[config.mk]
export PLATFORM = sky130hd
export DESIGN_NAME = igs_addr_gen
export DESIGN_NICKNAME = d
export VERILOG_FILES = /design/src/rtl/igs_pkg.sv /design/src/rtl/igs_pattern_ring.sv /design/src/rtl/igs_walk_ctr.sv /design/src/rtl/igs_addr_out.sv /design/src/rtl/igs_addr_gen.sv
export SDC_FILE = /design/constraint.sdc
export NUM_CORES = 2
export LEC_CHECK = 0
export ABC_AREA = 1
export BUFFER_PORTS_ARGS = -buffer_cell sky130_fd_sc_hd__buf_2
export CAP_MARGIN = 10
export CORE_MARGIN = 2
export CORE_UTILIZATION = 58
export CTS_CLUSTER_DIAMETER = 80
export DETAILED_ROUTE_END_ITERATION = 8
export GPL_TIMING_DRIVEN = 0
export PLACE_DENSITY_LB_ADDON = 0.05
export SLEW_MARGIN = 30
export SYNTH_ARGS = -nofsm -noshare
export SYNTH_HDL_FRONTEND = slang
export SYNTH_SLANG_ARGS = --single-unit
[constraint.sdc]
create_clock -name clk -period 12.5 [get_ports clk]
set_clock_uncertainty 0.1 [all_clocks]
set_input_delay 1.875 -clock clk [delete_from_list [all_inputs] [get_ports clk]]
set_output_delay 1.875 -clock clk [all_outputs]
set_load 0.005 [all_outputs]
[src/rtl/igs_pkg.sv]
package igs_pkg;

    localparam int ADDR_W    = 32;
    localparam int OFF_W     = 32;
    localparam int CNT_W     = 32;
    localparam int SZ_W      = 8;
    localparam int PAT_DEPTH = 16;
    localparam int PTR_W     = $clog2(PAT_DEPTH);
    localparam int LEN_W     = $clog2(PAT_DEPTH + 1);

    typedef logic [ADDR_W-1:0] addr_t;
    typedef logic [OFF_W-1:0]  off_t;
    typedef logic [CNT_W-1:0]  cnt_t;
    typedef logic [SZ_W-1:0]   esize_t;
    typedef logic [PTR_W-1:0]  ptr_t;
    typedef logic [LEN_W-1:0]  len_t;

    typedef enum logic {
        VAL_READ  = 1'b0,
        VAL_WRITE = 1'b1
    } val_op_e;

    typedef struct packed {
        addr_t   idx_addr;
        addr_t   val_addr;
        val_op_e op;
    } pair_t;

    function automatic addr_t calc_idx_addr(addr_t base, cnt_t n, esize_t sz);
        return base + addr_t'(n) * addr_t'(sz);
    endfunction

    function automatic off_t calc_val_elem(off_t delta, cnt_t iter, off_t off);
        return delta * off_t'(iter) + off;
    endfunction

    function automatic addr_t calc_val_addr(addr_t base, off_t elem, esize_t sz);
        return base + addr_t'(elem) * addr_t'(sz);
    endfunction

    function automatic len_t clamp_len(len_t len);
        if (len == '0)
            return len_t'(1);
        else if (len > len_t'(PAT_DEPTH))
            return len_t'(PAT_DEPTH);
        else
            return len;
    endfunction

endpackage

[src/rtl/igs_pattern_ring.sv]
module igs_pattern_ring
    import igs_pkg::*;
(
    input  logic clk,
    input  logic rst,
    input  logic wr_en,
    input  ptr_t wr_addr,
    input  off_t wr_data,
    input  logic rewind,
    input  logic advance,
    input  len_t len,
    output off_t head_off
);

    off_t                 slots [PAT_DEPTH];
    logic [PAT_DEPTH-1:0] wr_sel;
    ptr_t                 head_q;
    ptr_t                 last_pos;

    // one-hot write decode, one select per entry
    for (genvar g = 0; g < PAT_DEPTH; g++) begin : g_sel
        assign wr_sel[g] = wr_en && (wr_addr == ptr_t'(g));
    end

    always_ff @(posedge clk) begin
        if (rst) begin
            for (int i = 0; i < PAT_DEPTH; i++) slots[i] <= '0;
        end else begin
            for (int i = 0; i < PAT_DEPTH; i++) begin
                if (wr_sel[i]) slots[i] <= wr_data;
            end
        end
    end

    assign last_pos = ptr_t'(len - len_t'(1));

    // rotating head: moving the head offset to the tail is the same as
    // stepping a read pointer around the active entries
    always_ff @(posedge clk) begin
        if (rst || rewind)
            head_q <= '0;
        else if (advance)
            head_q <= (head_q == last_pos) ? '0 : head_q + ptr_t'(1);
    end

    assign head_off = slots[head_q];

endmodule

[src/rtl/igs_walk_ctr.sv]
module igs_walk_ctr
    import igs_pkg::*;
(
    input  logic clk,
    input  logic rst,
    input  logic rewind,
    input  logic advance,
    input  len_t len,
    input  cnt_t count,
    output cnt_t idx_cnt,
    output cnt_t iter,
    output logic finished
);

    cnt_t idx_q;
    cnt_t iter_q;
    len_t rolls_q;

    always_ff @(posedge clk) begin
        if (rst || rewind) begin
            idx_q   <= '0;
            iter_q  <= '0;
            rolls_q <= len;
        end else if (advance) begin
            idx_q <= idx_q + cnt_t'(1);
            if (rolls_q <= len_t'(1)) begin
                rolls_q <= len;
                iter_q  <= iter_q + cnt_t'(1);
            end else begin
                rolls_q <= rolls_q - len_t'(1);
            end
        end
    end

    assign idx_cnt  = idx_q;
    assign iter     = iter_q;
    assign finished = (iter_q == count);

endmodule

[src/rtl/igs_addr_out.sv]
module igs_addr_out
    import igs_pkg::*;
(
    input  logic  clk,
    input  logic  rst,
    input  logic  fire,
    input  pair_t pair_d,
    output logic  valid,
    output pair_t pair_q
);

    always_ff @(posedge clk) begin
        if (rst) begin
            valid  <= 1'b0;
            pair_q <= '0;
        end else begin
            valid <= fire;
            if (fire) pair_q <= pair_d;
        end
    end

endmodule

[src/rtl/igs_addr_gen.sv]
module igs_addr_gen
    import igs_pkg::*;
(
    input  logic                clk,
    input  logic                rst,
    input  logic [ADDR_W-1:0]   cfg_idx_base,
    input  logic [SZ_W-1:0]     cfg_idx_size,
    input  logic [ADDR_W-1:0]   cfg_val_base,
    input  logic [SZ_W-1:0]     cfg_val_size,
    input  logic [OFF_W-1:0]    cfg_delta,
    input  logic [CNT_W-1:0]    cfg_count,
    input  logic                cfg_scatter,
    input  logic [LEN_W-1:0]    cfg_pat_len,
    input  logic                pat_we,
    input  logic [PTR_W-1:0]    pat_waddr,
    input  logic [OFF_W-1:0]    pat_wdata,
    input  logic                start,
    input  logic                next,
    output logic                out_valid,
    output logic [ADDR_W-1:0]   out_idx_addr,
    output logic [ADDR_W-1:0]   out_val_addr,
    output logic                out_val_write,
    output logic                done
);

    len_t  len_eff;
    logic  fire;
    off_t  head_off;
    cnt_t  idx_cnt;
    cnt_t  iter;
    off_t  elem;
    pair_t pair_d;
    pair_t pair_q;

    assign len_eff = clamp_len(cfg_pat_len);
    // start has priority; a finished kernel drops strobes
    assign fire    = next && !done && !start;

    igs_pattern_ring u_ring (
        .clk      (clk),
        .rst      (rst),
        .wr_en    (pat_we),
        .wr_addr  (pat_waddr),
        .wr_data  (pat_wdata),
        .rewind   (start),
        .advance  (fire),
        .len      (len_eff),
        .head_off (head_off)
    );

    igs_walk_ctr u_ctr (
        .clk      (clk),
        .rst      (rst),
        .rewind   (start),
        .advance  (fire),
        .len      (len_eff),
        .count    (cfg_count),
        .idx_cnt  (idx_cnt),
        .iter     (iter),
        .finished (done)
    );

    always_comb begin
        elem            = calc_val_elem(cfg_delta, iter, head_off);
        pair_d.idx_addr = calc_idx_addr(cfg_idx_base, idx_cnt, cfg_idx_size);
        pair_d.val_addr = calc_val_addr(cfg_val_base, elem, cfg_val_size);
        pair_d.op       = cfg_scatter ? VAL_WRITE : VAL_READ;
    end

    igs_addr_out u_out (
        .clk    (clk),
        .rst    (rst),
        .fire   (fire),
        .pair_d (pair_d),
        .valid  (out_valid),
        .pair_q (pair_q)
    );

    assign out_idx_addr  = pair_q.idx_addr;
    assign out_val_addr  = pair_q.val_addr;
    assign out_val_write = (pair_q.op == VAL_WRITE);

endmodule

Yosys cells after proc, flatten, opt, wreduce, memory -nomap -nowiden

Memory sizes are Yosys's and may differ from the RTL's. A register that Yosys moved wholly into a read port is not among the register bits.
Index checks and enable logic that the tools add are counted.

RAM bits: 512
Word-level logic and storage cells: 155
Input bits: 191
Memories: 1
Bits in registers: 139
Output and inout bits: 67

Bitwise logic cells: 16
Reduce and logical (&&, ||, !) cells: 25
Magnitude comparators: 2
Equal/unequal tests: 17
Multiplexer cells: 75
Add/sub/neg operators: 8
Multiply operators: 3

Memories:

| name         | depth | width | rd ports | clocked after Yosys merged registers in | wr ports | line                   | RTL |
|---|---|---|---|---|---|---|---|
| u_ring.slots | 16    | 32    | 1        | 1                                       | 16       | igs_pattern_ring.sv:15 | `off_t slots [PAT_DEPTH];` |

Operators by type and width:

| kind                  | number |
|---|---|
| $mux 32               | 16 |
| $add 32x32->32        | 3 |
| $add 32x1->32 const B | 2 |
| $mul 32x8->32         | 2 |
| $mux 1                | 51 |
| $eq 32x32->1          | 1 |
| $eq 4x4->1 const B    | 8 |
| $mul 32x32->32        | 1 |
| $mux 5                | 5 |
| $logic_and 1x1->1     | 18 |
| $eq 4x3->1 const B    | 4 |
| $or 1x1->1            | 16 |
| $mux 4                | 3 |
| $eq 4x2->1 const B    | 2 |
| $gt 5x5->1 const B    | 1 |
| $le 5x1->1 const B    | 1 |
| $logic_not 5->1       | 1 |
| $sub 5x1->5 const B   | 1 |
| $add 4x1->4 const B   | 1 |
| $eq 4x1->1 const B    | 1 |
| $eq 4x4->1            | 1 |
| $logic_not 4->1       | 1 |
| $sub 4x1->4 const B   | 1 |
| $logic_not 1->1       | 2 |
| 3 further kinds       | 3 |

Depth between registers and ports, before layout

Word-level depth: 8
Depth in mapped cells: 57
Gate-level depth less buffers: 53

Hierarchy

Synthesis repeated with hierarchy kept, for this count alone.

Cells, all modules: 7638
Area, all modules: 62379.8 µm²

Modules (own cells, without submodules):

| module           | times used | area an instance (µm²) | cells an instance | seq. area each (µm²) |
|---|---|---|---|---|
| igs_addr_gen     | 1          | 32566.2                | 4313              | 0.0 |
| igs_pattern_ring | 1          | 22799.4                | 2237              | 15534.9 |
| igs_walk_ctr     | 1          | 4310.4                 | 672               | 1431.4 |
| igs_addr_out     | 1          | 2703.8                 | 416               | 1321.3 |

Least setup slack after synthesis

OpenSTA, ideal clock, no wires.

Path kind: input to register
Start point: input cfg_delta[14]
End point: register, netlist name u_out.pair_q[32]
Stages: 48
Arrival: 12083 ps
Path slack: 208 ps
Path buffers: 2
Library setup time: 109 ps
Data required time: 12291 ps
Cells stage by stage: clkbuf_1 clkbuf_1 nand2_1 fa_1 inv_1 fa_1 inv_1 fa_1 fa_1 inv_1 fa_1 inv_1 fa_1 fa_1 fa_1 inv_1 ha_1 nand2_1 (+12 left out) fa_1 inv_1 fa_1 inv_1 ha_1 inv_1 nor3_1 nand2_1 nor4_1 nand2_1 o211ai_1 xor3_1 nand3_1 nand2_1 nand2_1 nand3_1 nand2_1 inv_1

Longest elaborated chain between the ends: 4

RTL lines:

| item            | line               | RTL |
|---|---|---|
| start, declared | igs_addr_gen.sv:10 | `input logic [OFF_W-1:0] cfg_delta,` |
| $mul 32x32->32  | igs_pkg.sv:34      | `return delta * off_t'(iter) + off;` |
| $add 32x32->32  | igs_pkg.sv:34      |  |
| $mul 32x8->32   | igs_pkg.sv:38      | `return base + addr_t'(elem) * addr_t'(sz);` |
| $add 32x32->32  | igs_pkg.sv:38      |  |

Every way passes these cells.
A chain may end at the register's enable or synchronous reset.

==> metrics.csv <==
metric,value,unit
setup_viol,0,
grt.overflow.total,0,
power.density,129.2,nW/µm²
place_inst,8879,
ant_nets,0,
antenna_found_initial,8,
dp_hpwl,155400,µm
cts_buffer_depth,3,
vias,51020,
synth-edff-count,517,
layout.cells.non_filler,9041,
crit_required,12920,ps
startpoint_type,register,
cp_slowest_cell,fa_1,
fp.dieW,328.7,µm
clockRootBuffer,clkbuf_16,
grt_pass1_vias,51420,
syn_area,61150,µm²
irDropWorstVdd,0.3817,mV
finalPower,8.846,mW
ios,258,
rsz0062_at_grt,true,
coreArea,105000,µm²
hold_path_class,reg -> reg,
grt_start_max_net_pins,33,
cts_buffers,72,
drt_iter0_drc,6020,
drv_slew,0,
clk_pin_slew,60,ps
tritoncts,yes,
synth-main-ff-cell,edfxtp_1,
layout_commonest_cell,inv_1,
maxCapViolCount,0,
ctsHoldBuffers,0,
drive_above_1_share,9.589,%
relSlewSlack,33.74,%
die_h,328.7,µm
critPathCaptureType,register,
p_leak,33.53,nW
routedWlPerCell,22.28,µm
rows,119,
ys_types,64,
nets,8802,
critPathMaxStageDelay,600,ps
place_congestion,0.9408,
outcome,"finished, final reports clean",
grt_pass1_wl,304700,µm
hold_viol_final,0,
final_cell_mix,"inv_1 (1675), nand2_1 (1331), nor2_1 (839)",
dieArea,108000,µm²
synth.largest_area_cell,fa_1,
ys_warn_count,0,
fin_crit_sh,98.66,%
wirelength,201400,µm
yosys.area.top_type_share,26.52,%
placed_area,64860,µm²
cts.sinks,655,
fin_area,68480,µm²
synth_area_leaders,"fa_1 (27%), edfxtp_1 (25%), inv_1 (10%)",
min_period,12330,ps
port_buffers,241,
cp_max_fo,6,
final_core_util,65.24,%
track_usage,37.80,%
synth_seq_area_share,29.91,%
n_fill_cell,9029,
cts_htree_levels,3,
vias_per_cell,5.643,
syn_inst,7222,
first_pass_iters,9,
max_freq,0.08108,GHz
ys_ff_latch,655,
crit_top_cell,fa_1,
async_flop_share,0,%
initial_core_util,58.25,%
syn_nets,8435,
worst_pin_slew,994.0,ps
avgSynthCellArea,8.467,µm²
syn_to_final_growth,11.99,%
arrival,12750,ps
insertion_delay,680,ps
criticalPathCategory,reg -> reg,
drc,0,
==> state kept, by name (all words and copies together) (netlist names), named ones only <==
signal and flops:
u_ring.slots 512, u_out.pair_q 65, u_ctr.idx_cnt 32, u_ctr.iter 32, u_ctr.rolls_q 5, u_ring.head_q 4, u_out.valid 1
==> layer usage <==
metal | track usage (%) | wire length [µm] | up-vias
met4 | 17.89 | 11240 | 10
met2 | 59.77 | 91630 | 2757
met3 | 8.038 | 21630 | 590
li1 | - | - | 22650
met5 | 0 | 64 | -
met1 | 50.00 | 76850 | 25010
==> layout make-up <==
| class | count | area, µm² | area share [%] |
|---|---|---|---|
| multi-input combinational | 4478 | 35550 | 51.92 |
| clock buffer | 89 | 1876 | 2.739 |
| sequential | 655 | 18300 | 26.72 |
| clock inverter | 40 | 404.1 | 0.5901 |
| buffer | 372 | 2049 | 2.993 |
| timing repair buffer | 306 | 2146 | 3.133 |
| tap | 1391 | 1740 | 2.541 |
| inverter | 1704 | 6401 | 9.347 |
| antenna | 6 | 15.01 | 0.02192 |
==> report_power, final <==
part	switching (mW)	total [mW]	internal [mW]
Sequential	0.0570	2.58	2.53
Combinational	2.53	4.16	1.62
Clock	0.955	2.11	1.15
==> logic make-up after synthesis <==
kind of cell	Yosys count	synth area share [%]
XOR/XNOR	155	2.292
buffers and inverters	2089	12.92
flip-flops	655	29.91
adder cells (fa/ha/maj)	1022	30.86
AND/OR/NAND/NOR	2469	16.17
AO/OA/AOI/OAI	832	7.851
==> worst paths after layout <==
| check | from | to | slack (ps) | cells after the start |
|---|---|---|---|---|
| worst max-delay path | register | u_out.pair_q[32] | 170 | 57 |
| worst min-delay path | u_ctr.idx_cnt[2] | u_ctr.idx_cnt[2] | 390 | 2 |
| worst max register to register | register | u_out.pair_q[32] | 170 | 57 |
| worst min register to register | u_ctr.idx_cnt[2] | u_ctr.idx_cnt[2] | 390 | 2 |
==> through the flow <==
step                      setup slack, ps  TNS [ps]  hold WS [ps]
after floorplan                     207.8         0         358.2
after global placement              -1871    -10750         377.4
after detailed placement            -1880    -10640         379.1
after CTS                           6.477         0         389.8
after global routing               -271.5    -271.5         432.1
final                               167.1         0         392.3
==> synthesized netlist by cell type (all sizes together) (2+ instances only) <==
library cell  count
dfxtp           138
clkinv            2
clkbuf          321
xor2             76
a21oi           198
ha              212
o211ai           47
nand3b            7
o21ai           419
nand2b            2
nand2          1359
o221ai           89
nor4             26
buf              64
a21boi            2
a221oi            2
a21o              8
inv            1702
xnor2            77
fa              810
a31oi             4
nor2            850
o31ai             3
edfxtp          517
o21bai           11
nand4            34
nor3b             6
o22ai            36
or2              16
o21a              9
nor3             52
nand3           115
==> critical path, delay by kind of cell, from the launching register on <==
kind | cells | cell delay, ps
simple gates | 16 | 1730
fa+ha+maj | 14 | 6840
buf+inv | 21 | 1980
compound gates | 4 | 670
flops | 1 | 410
xor+xnor | 2 | 440
==> what timing repair did <==
item                                    4_1_cts  5_1_grt
pin swaps                                    48       57
gates resized for setup                     237      137
gates cloned                                  4        0
endpoints found under the setup margin       13       10
setup buffers                                23       13
(Power assumes the default switching activity.)
